`src/rtl/ifb_pkg.sv`:
```
package ifb_pkg;
  localparam int LW_CW = 3;

  typedef enum logic [1:0] {CLS_PLAIN, CLS_MEMMOVE, CLS_INDIRECT, CLS_TABLE} ifb_class_e;
  typedef enum logic [1:0] {ST_IDLE, ST_REQ, ST_DATA, ST_GAP} ifb_state_e;

  function automatic ifb_class_e ifb_classify(input logic mm, input logic ind, input logic tbl);
    if (tbl)      return CLS_TABLE;
    else if (mm)  return CLS_MEMMOVE;
    else if (ind) return CLS_INDIRECT;
    return CLS_PLAIN;
  endfunction

  function automatic logic [LW_CW-1:0] ifb_total_lw(input ifb_class_e c);
    case (c)
      CLS_TABLE:    return LW_CW'(4);
      CLS_MEMMOVE,
      CLS_INDIRECT: return LW_CW'(3);
      default:      return LW_CW'(2);
    endcase
  endfunction

  function automatic logic [1:0] ifb_next_len(input logic burst, input ifb_class_e c,
                                              input logic [LW_CW-1:0] got,
                                              input logic [LW_CW-1:0] total);
    logic [LW_CW-1:0] remain;
    remain = total - got;
    if (!burst)                                    return 2'd1;
    else if (got == '0)                            return 2'd2;
    else if (c == CLS_TABLE && remain >= LW_CW'(2)) return 2'd2;
    return 2'd1;
  endfunction
endpackage

```
`src/rtl/ifb_class_hold.sv`:
```
module ifb_class_hold
  import ifb_pkg::*;
(
  input  logic       clk,
  input  logic       rst_n,
  input  logic       load,
  input  logic       cls_mem_move,
  input  logic       cls_indirect,
  input  logic       cls_tbl_move,
  output ifb_class_e class_eff
);
  ifb_class_e class_q;
  ifb_class_e class_live;

  assign class_live = ifb_classify(cls_mem_move, cls_indirect, cls_tbl_move);
  assign class_eff  = load ? class_live : class_q;

  always_ff @(posedge clk) begin
    if (!rst_n)    class_q <= CLS_PLAIN;
    else if (load) class_q <= class_live;
  end
endmodule

```
`src/rtl/ifb_lw_out.sv`:
```
module ifb_lw_out #(
  parameter int DW = 32
) (
  input  logic          clk,
  input  logic          rst_n,
  input  logic          take,
  input  logic [DW-1:0] data_in,
  input  logic [1:0]    index_in,
  input  logic          done_in,
  input  logic          err_in,
  output logic          lw_valid,
  output logic [DW-1:0] lw_data,
  output logic [1:0]    lw_index,
  output logic          fetch_done,
  output logic          fetch_err
);
  always_ff @(posedge clk) begin
    if (!rst_n) begin
      lw_valid   <= 1'b0;
      lw_data    <= '0;
      lw_index   <= '0;
      fetch_done <= 1'b0;
      fetch_err  <= 1'b0;
    end else begin
      lw_valid   <= take;
      fetch_done <= done_in;
      fetch_err  <= err_in;
      if (take) begin
        lw_data  <= data_in;
        lw_index <= index_in;
      end
    end
  end

  // completion is always reported alongside a longword
  p_done_with_lw_r10: assert property (@(posedge clk) disable iff (!rst_n)
    fetch_done |-> lw_valid);
  // an aborted fetch delivers no data and no completion
  p_err_no_data_r11: assert property (@(posedge clk) disable iff (!rst_n)
    fetch_err |-> (!lw_valid && !fetch_done));
endmodule

```
`src/rtl/ifetch_burst_seq.sv`:
```
module ifetch_burst_seq
  import ifb_pkg::*;
#(
  parameter int AW = 32,
  parameter int DW = 32
) (
  input  logic          clk,
  input  logic          rst_n,
  input  logic          fetch_req,
  input  logic [AW-1:0] fetch_addr,
  input  logic          burst_en,
  input  logic          prefetch_en,
  input  logic          cls_mem_move,
  input  logic          cls_indirect,
  input  logic          cls_tbl_move,
  input  logic          bus_ack,
  input  logic          rd_valid,
  input  logic [DW-1:0] rd_data,
  input  logic          rd_err,
  output logic          bus_req,
  output logic [AW-1:0] bus_addr,
  output logic [1:0]    bus_len,
  output logic          lw_valid,
  output logic [DW-1:0] lw_data,
  output logic [1:0]    lw_index,
  output logic          fetch_done,
  output logic          fetch_err,
  output logic          busy
);
  localparam int PAD = AW - LW_CW - 2;

  function automatic logic [AW-1:0] lw_addr(input logic [AW-1:0] base, input logic [LW_CW-1:0] idx);
    return base + {{PAD{1'b0}}, idx, 2'b00};
  endfunction

  ifb_state_e       state;
  logic             mode_q;
  logic [AW-1:0]    base_q;
  logic [LW_CW-1:0] lw_cnt;
  logic [1:0]       beat_cnt;
  logic [1:0]       cur_len;
  ifb_class_e       class_eff;
  logic [LW_CW-1:0] total_eff;

  // named internal events
  logic first_beat, beat_take, err_abort, last_beat, fetch_end, acc_end;

  assign beat_take  = (state == ST_DATA) && rd_valid && !rd_err;
  assign err_abort  = (state == ST_DATA) && rd_err;
  assign first_beat = beat_take && (lw_cnt == '0);
  assign total_eff  = ifb_total_lw(class_eff);
  assign last_beat  = beat_take && (beat_cnt == cur_len - 2'd1);
  assign fetch_end  = last_beat && ((lw_cnt + LW_CW'(1)) == total_eff);
  assign acc_end    = last_beat && !fetch_end;

  ifb_class_hold u_class (
    .clk          (clk),
    .rst_n        (rst_n),
    .load         (first_beat),
    .cls_mem_move (cls_mem_move),
    .cls_indirect (cls_indirect),
    .cls_tbl_move (cls_tbl_move),
    .class_eff    (class_eff)
  );

  always_ff @(posedge clk) begin
    if (!rst_n) begin
      state    <= ST_IDLE;
      mode_q   <= 1'b0;
      base_q   <= '0;
      lw_cnt   <= '0;
      beat_cnt <= '0;
      cur_len  <= 2'd1;
    end else begin
      case (state)
        ST_IDLE: if (fetch_req) begin
          state  <= ST_REQ;
          mode_q <= burst_en & ~prefetch_en;
          base_q <= fetch_addr;
          lw_cnt <= '0;
        end
        ST_REQ: if (bus_ack) begin
          state    <= ST_DATA;
          cur_len  <= bus_len;
          beat_cnt <= '0;
        end
        ST_DATA: begin
          if (err_abort) begin
            state <= ST_IDLE;
          end else if (beat_take) begin
            lw_cnt   <= lw_cnt + LW_CW'(1);
            beat_cnt <= beat_cnt + 2'd1;
            if (fetch_end)    state <= ST_IDLE;
            else if (acc_end) state <= ST_GAP;
          end
        end
        default: state <= ST_REQ;
      endcase
    end
  end

  assign bus_req  = (state == ST_REQ);
  assign bus_addr = lw_addr(base_q, lw_cnt);
  assign bus_len  = ifb_next_len(mode_q, class_eff, lw_cnt, total_eff);
  assign busy     = (state != ST_IDLE);

  ifb_lw_out #(.DW(DW)) u_out (
    .clk        (clk),
    .rst_n      (rst_n),
    .take       (beat_take),
    .data_in    (rd_data),
    .index_in   (lw_cnt[1:0]),
    .done_in    (fetch_end),
    .err_in     (err_abort),
    .lw_valid   (lw_valid),
    .lw_data    (lw_data),
    .lw_index   (lw_index),
    .fetch_done (fetch_done),
    .fetch_err  (fetch_err)
  );

  p_len_legal_r3: assert property (@(posedge clk) disable iff (!rst_n)
    bus_req |-> (bus_len == 2'd1 || bus_len == 2'd2));
  p_single_mode_r7: assert property (@(posedge clk) disable iff (!rst_n)
    (bus_req && !mode_q) |-> (bus_len == 2'd1));
  p_hold_req_r2: assert property (@(posedge clk) disable iff (!rst_n)
    (bus_req && !bus_ack) |=> (bus_req && $stable(bus_addr) && $stable(bus_len)));
  p_release_r9: assert property (@(posedge clk) disable iff (!rst_n)
    acc_end |=> !bus_req);
  p_abort_idle_r11: assert property (@(posedge clk) disable iff (!rst_n)
    err_abort |=> (!busy && fetch_err && !bus_req));
endmodule

```
`config.mk`:
```
export PLATFORM = sky130hd
export DESIGN_NAME = ifetch_burst_seq
export DESIGN_NICKNAME = d
export VERILOG_FILES = /design/src/rtl/ifb_pkg.sv /design/src/rtl/ifb_class_hold.sv /design/src/rtl/ifb_lw_out.sv /design/src/rtl/ifetch_burst_seq.sv
export SDC_FILE = /design/constraint.sdc
export NUM_CORES = 1
export LEC_CHECK = 0
export BUFFER_PORTS_ARGS = -buffer_cell sky130_fd_sc_hd__buf_2
export CORE_MARGIN = 4
export CORE_UTILIZATION = 45
export DETAILED_ROUTE_END_ITERATION = 16
export PLACE_DENSITY = 0.74
export SYNTH_ARGS = -nofsm -noshare
export SYNTH_HDL_FRONTEND = slang
export SYNTH_SLANG_ARGS = --single-unit
```
`constraint.sdc`:
```
create_clock -name clk -period 3.29 [get_ports clk]
set_clock_uncertainty 0.1 [all_clocks]
set_input_delay 0.4935 -clock clk [delete_from_list [all_inputs] [get_ports clk]]
set_output_delay 0.4935 -clock clk [all_outputs]
set_load 0.01 [all_outputs]
```
==> metrics.md <==
| Metric | Value |
|---|---|
| Synth Area in XOR/XNOR | 6.94% |
| Critical-path maximum fanout | 3 |
| Max clock buf depth | 2 |
| DP Cell Count | 740 |
| Diode count | 0 |
| CTS tree | yes |
| Slew headroom | 35.3% |
| Worst-path cell chain | inv_2, ha_4, nand3b_1, nor3b_4, buf_6, nor2_2, a21oi_2, ha_1, inv_2, ha_4, inv_2, fa_2, o21ai_2, a21oi_2, inv_1, buf_2 |
| First-pass GRT wire length | 17.6 mm |
| Post-route ant nets | 0 |
| DRC Markers | 0 |
| CTS root buffer | clkbuf_8 |
| Initial Utilization | 46.9% |
| Post-synthesis register bit count | 81 |
| HP Class | primary input to flip-flop |
| Adder-Cell Fraction of Synth Area | 4.22% |
| Endpoint class of the critical path | output pin |
| Initial antenna violation count | 0 |
| HPWL after DPL | 7.88 mm |
| P&R area growth vs syn | 30.6% |
| Max Freq | 281 MHz |
| Final Hold Vio Count | 0 |
| Final setup viols | 2 |
| Sequential cell area | 0.00162 mm² |
| Tightest Pin Transition | 970 ps |
| Status | complete, but fails checks |
| Ys async rst share | 0% |
| Failing checks | negative setup slack |
| DR iter-0 viols | 143 |
| GR peak layer | met2 |
| Nets | 743 |
| Routability Congestion | 0.863 |
| Core region area | 0.00834 mm² |
| Clk slew on worst S/H paths | 90 ps |
| Max_cap viols | 0 |
| Vias in the first global route | 3818 |
| CTS H-tree depth | 3 |
| Die area | 0.0103 mm² |
| RSZ-0062 raised after global routing | true |
| Wire per inst | 14.1 µm |
| Pre-antenna DRT Iters | 4 |
| Crit path largest cell delay | 520 ps |
| FILL cells | 785 |
| Layout Utilization | 61.3% |
| I/O Pins | 148 |
| Placed cell area | 0.00476 mm² |
| Final std cells w/o fill | 766 |
| Final period util | 108% |
| Syn_area_per_cell | 7.78 µm² |
| Crit Path Class | flip-flop to output pin |
| Total GRT Usage | 21.2% |
| Main synth FF type | dfxtp_1 |
| Clock Latency Late Sink | 340 ps |
| Die width | 101 µm |
| Final worst slack | -274 ps |
| Crit-path most repeated cell | inv_2 |
| Synth Instances | 503 |
| Post-synth EDFFs | 0 |
| Pleak | 2.31 nW |
| Yosys warns | 0 |
| Largest family of logic cells by synthesized area | simple AND/OR/NAND/NOR gates |
| Synth Area in Compound Gates | 14.0% |
| GR Layer Usage met1 | 25.8% |
| Total CTS buffers | 9 |
| CP Buf/Inv Count | 6 |
| Power per Cell Area | 430 mW/mm² |
| Worst Path Required | 2700 ps |
| GR Util met3 | 7.71% |
| GR Overflow Total | 0 |
| Slew Limit Fails | 0 |
| Post-synthesis net count | 590 |
| Largest net degree at the start of global routing | 56 |
| Routed vias/inst | 5.11 |
| Register area share after synthesis | 41.4% |
| Rows | 33 |
| Synth Area in Simple Gates | 27.7% |
| Worst path slowest cell | fa_2 |
| Synth unique cells | 46 |
| Share of the synthesized area in the top cell type | 41.4% |
| Multi-input logic area | 0.00216 mm² |
| Port bufs | 147 |
| CP arrival | 2970 ps |
| Shortest period the worst path allows | 3560 ps |
| Total power draw | 2.20 mW |
| IR drop worst, VDD | 244 µV |
| Cts hold-fix bufs | 0 |
| Met2 Use GR | 36.1% |
| Post-layout instance area | 0.00511 mm² |
| Synth top area cells | dfxtp_1 41%, nand2_1 14%, a21oi_1 9.8%, xor2_1 4.5%, ha_1 3.2% |
| Mapped Area | 0.00391 mm² |
| Place WS | -241 ps |
| Mux share of post-synthesis cell area | 0.512% |
| Layout cells sized above 1 | 33.0% |
| Startpoint types | flip-flop |
| CP top delay family | adder cells |
| Final WL | 10.8 mm |
| Area leader, netlist | dfxtp_1 |
| Total number of vias | 3912 |
| Die H | 101 µm |
| Clock Sinks | 81 |
[final cells by class]
cell class	count	share of cell area [%]
clock buffer	10	2.69
clock inverter	6	1.32
timing repair buffer	170	17.8
tap	105	2.57
multi-input combinational	373	42.3
inverter	21	1.54
sequential	81	31.8
[metal layers]
layer	part of all wire [%]	vias to the layer above
met5	0	-
met4	1.3	0
met3	9.5	15
met2	47	142
met1	42	1784
li1	-	1971
[cell families (layout without fill, tap and decap cells)]
| family | Yosys count | count (layout) |
|---|---|---|
| AO/OA/AOI/OAI | 100 | 100 |
| XOR/XNOR | 31 | 31 |
| adder cells (fa/ha/maj) | 12 | 12 |
| buffers and inverters | 49 | 207 |
| flip-flops | 81 | 81 |
| multiplexers | 2 | 2 |
| AND/OR/NAND/NOR | 228 | 228 |
[flip-flops by register name (all words and copies together) (netlist names), 2 cells and up]
name             cells
cur_len              2
beat_cnt             2
u_out.lw_data       32
u_class.class_q      2
u_out.lw_index       2
base_q              32
state                2
lw_cnt               3
[power breakdown]
group | internal, mW | total (mW) | switching [mW]
registers | 1.03 | 1.07 | 0.0447
logic | 0.162 | 0.382 | 0.220
clock network | 0.373 | 0.741 | 0.369
[worst min-delay path, delay by kind of cell]
| kind | cells | cell delay [ps] |
|---|---|---|
| simple gates | 1 | 40 |
| compound gates | 1 | 50 |
| buf+inv | 1 | 100 |
[cells in the mapped netlist (4+ instances only)]
cell	n
a21oi_1	77
buf_2	4
nor2b_1	7
nand2_1	148
xnor2_1	11
o21ai_0	10
and4_1	5
xor2_1	20
ha_1	10
nand3_1	9
clkbuf_1	17
inv_1	21
dfxtp_1	81
nor3_1	11
nor2_1	13
and2_1	5
[timing repair]
action,CTS,global route
pin swaps,8,8
gates resized for setup,14,10
setup endpoints to repair,2,9
buffers inserted,6,4
[cell usage in the layout, fill, tap and decap left out, drive strengths merged, types with 2 or more instances in the layout]
cell type | synthesis | final
ha | 10 | 10
o2111ai | 2 | 2
nor2b | 7 | 7
nor4 | 4 | 4
clkinv | 0 | 3
nor2 | 14 | 14
a21oi | 77 | 77
and4 | 5 | 5
inv | 21 | 21
xnor2 | 11 | 11
xor2 | 20 | 20
nand2 | 148 | 148
nor3b | 5 | 5
nand3 | 9 | 9
or2 | 2 | 2
a211oi | 3 | 3
nand3b | 3 | 3
and2 | 5 | 5
clkbuf | 18 | 10
and3 | 3 | 3
dfxtp | 81 | 81
o21ai | 10 | 10
buf | 10 | 170
fa | 2 | 2
nor4b | 2 | 2
nand2b | 3 | 3
nand4 | 3 | 3
o21a | 2 | 2
clkinvlp | 0 | 2
mux2i | 2 | 2
nor3 | 13 | 13
[stage by stage]
step | hold WS [ps] | TNS, ps
global route | 263 | -827
CTS | 263 | -621
floorplan | 332 | 0
global placement | 338 | -35.3
finish | 280 | -521
detailed placement | 344 | -459
[final timing paths]
kind | from | endpoint | slack, ps | cells past startpoint
setup / recovery | state[0] | bus_len[0] | -270 | 16
hold / removal | fetch_addr[1] | base_q[1] | 280 | 3
setup reg to reg | state[0] | cur_len[0] | 220 | 16
hold reg to reg | u_out.lw_data[16] | u_out.lw_data[16] | 350 | 2
No activity file was read; power rests on OpenSTA's default activity.
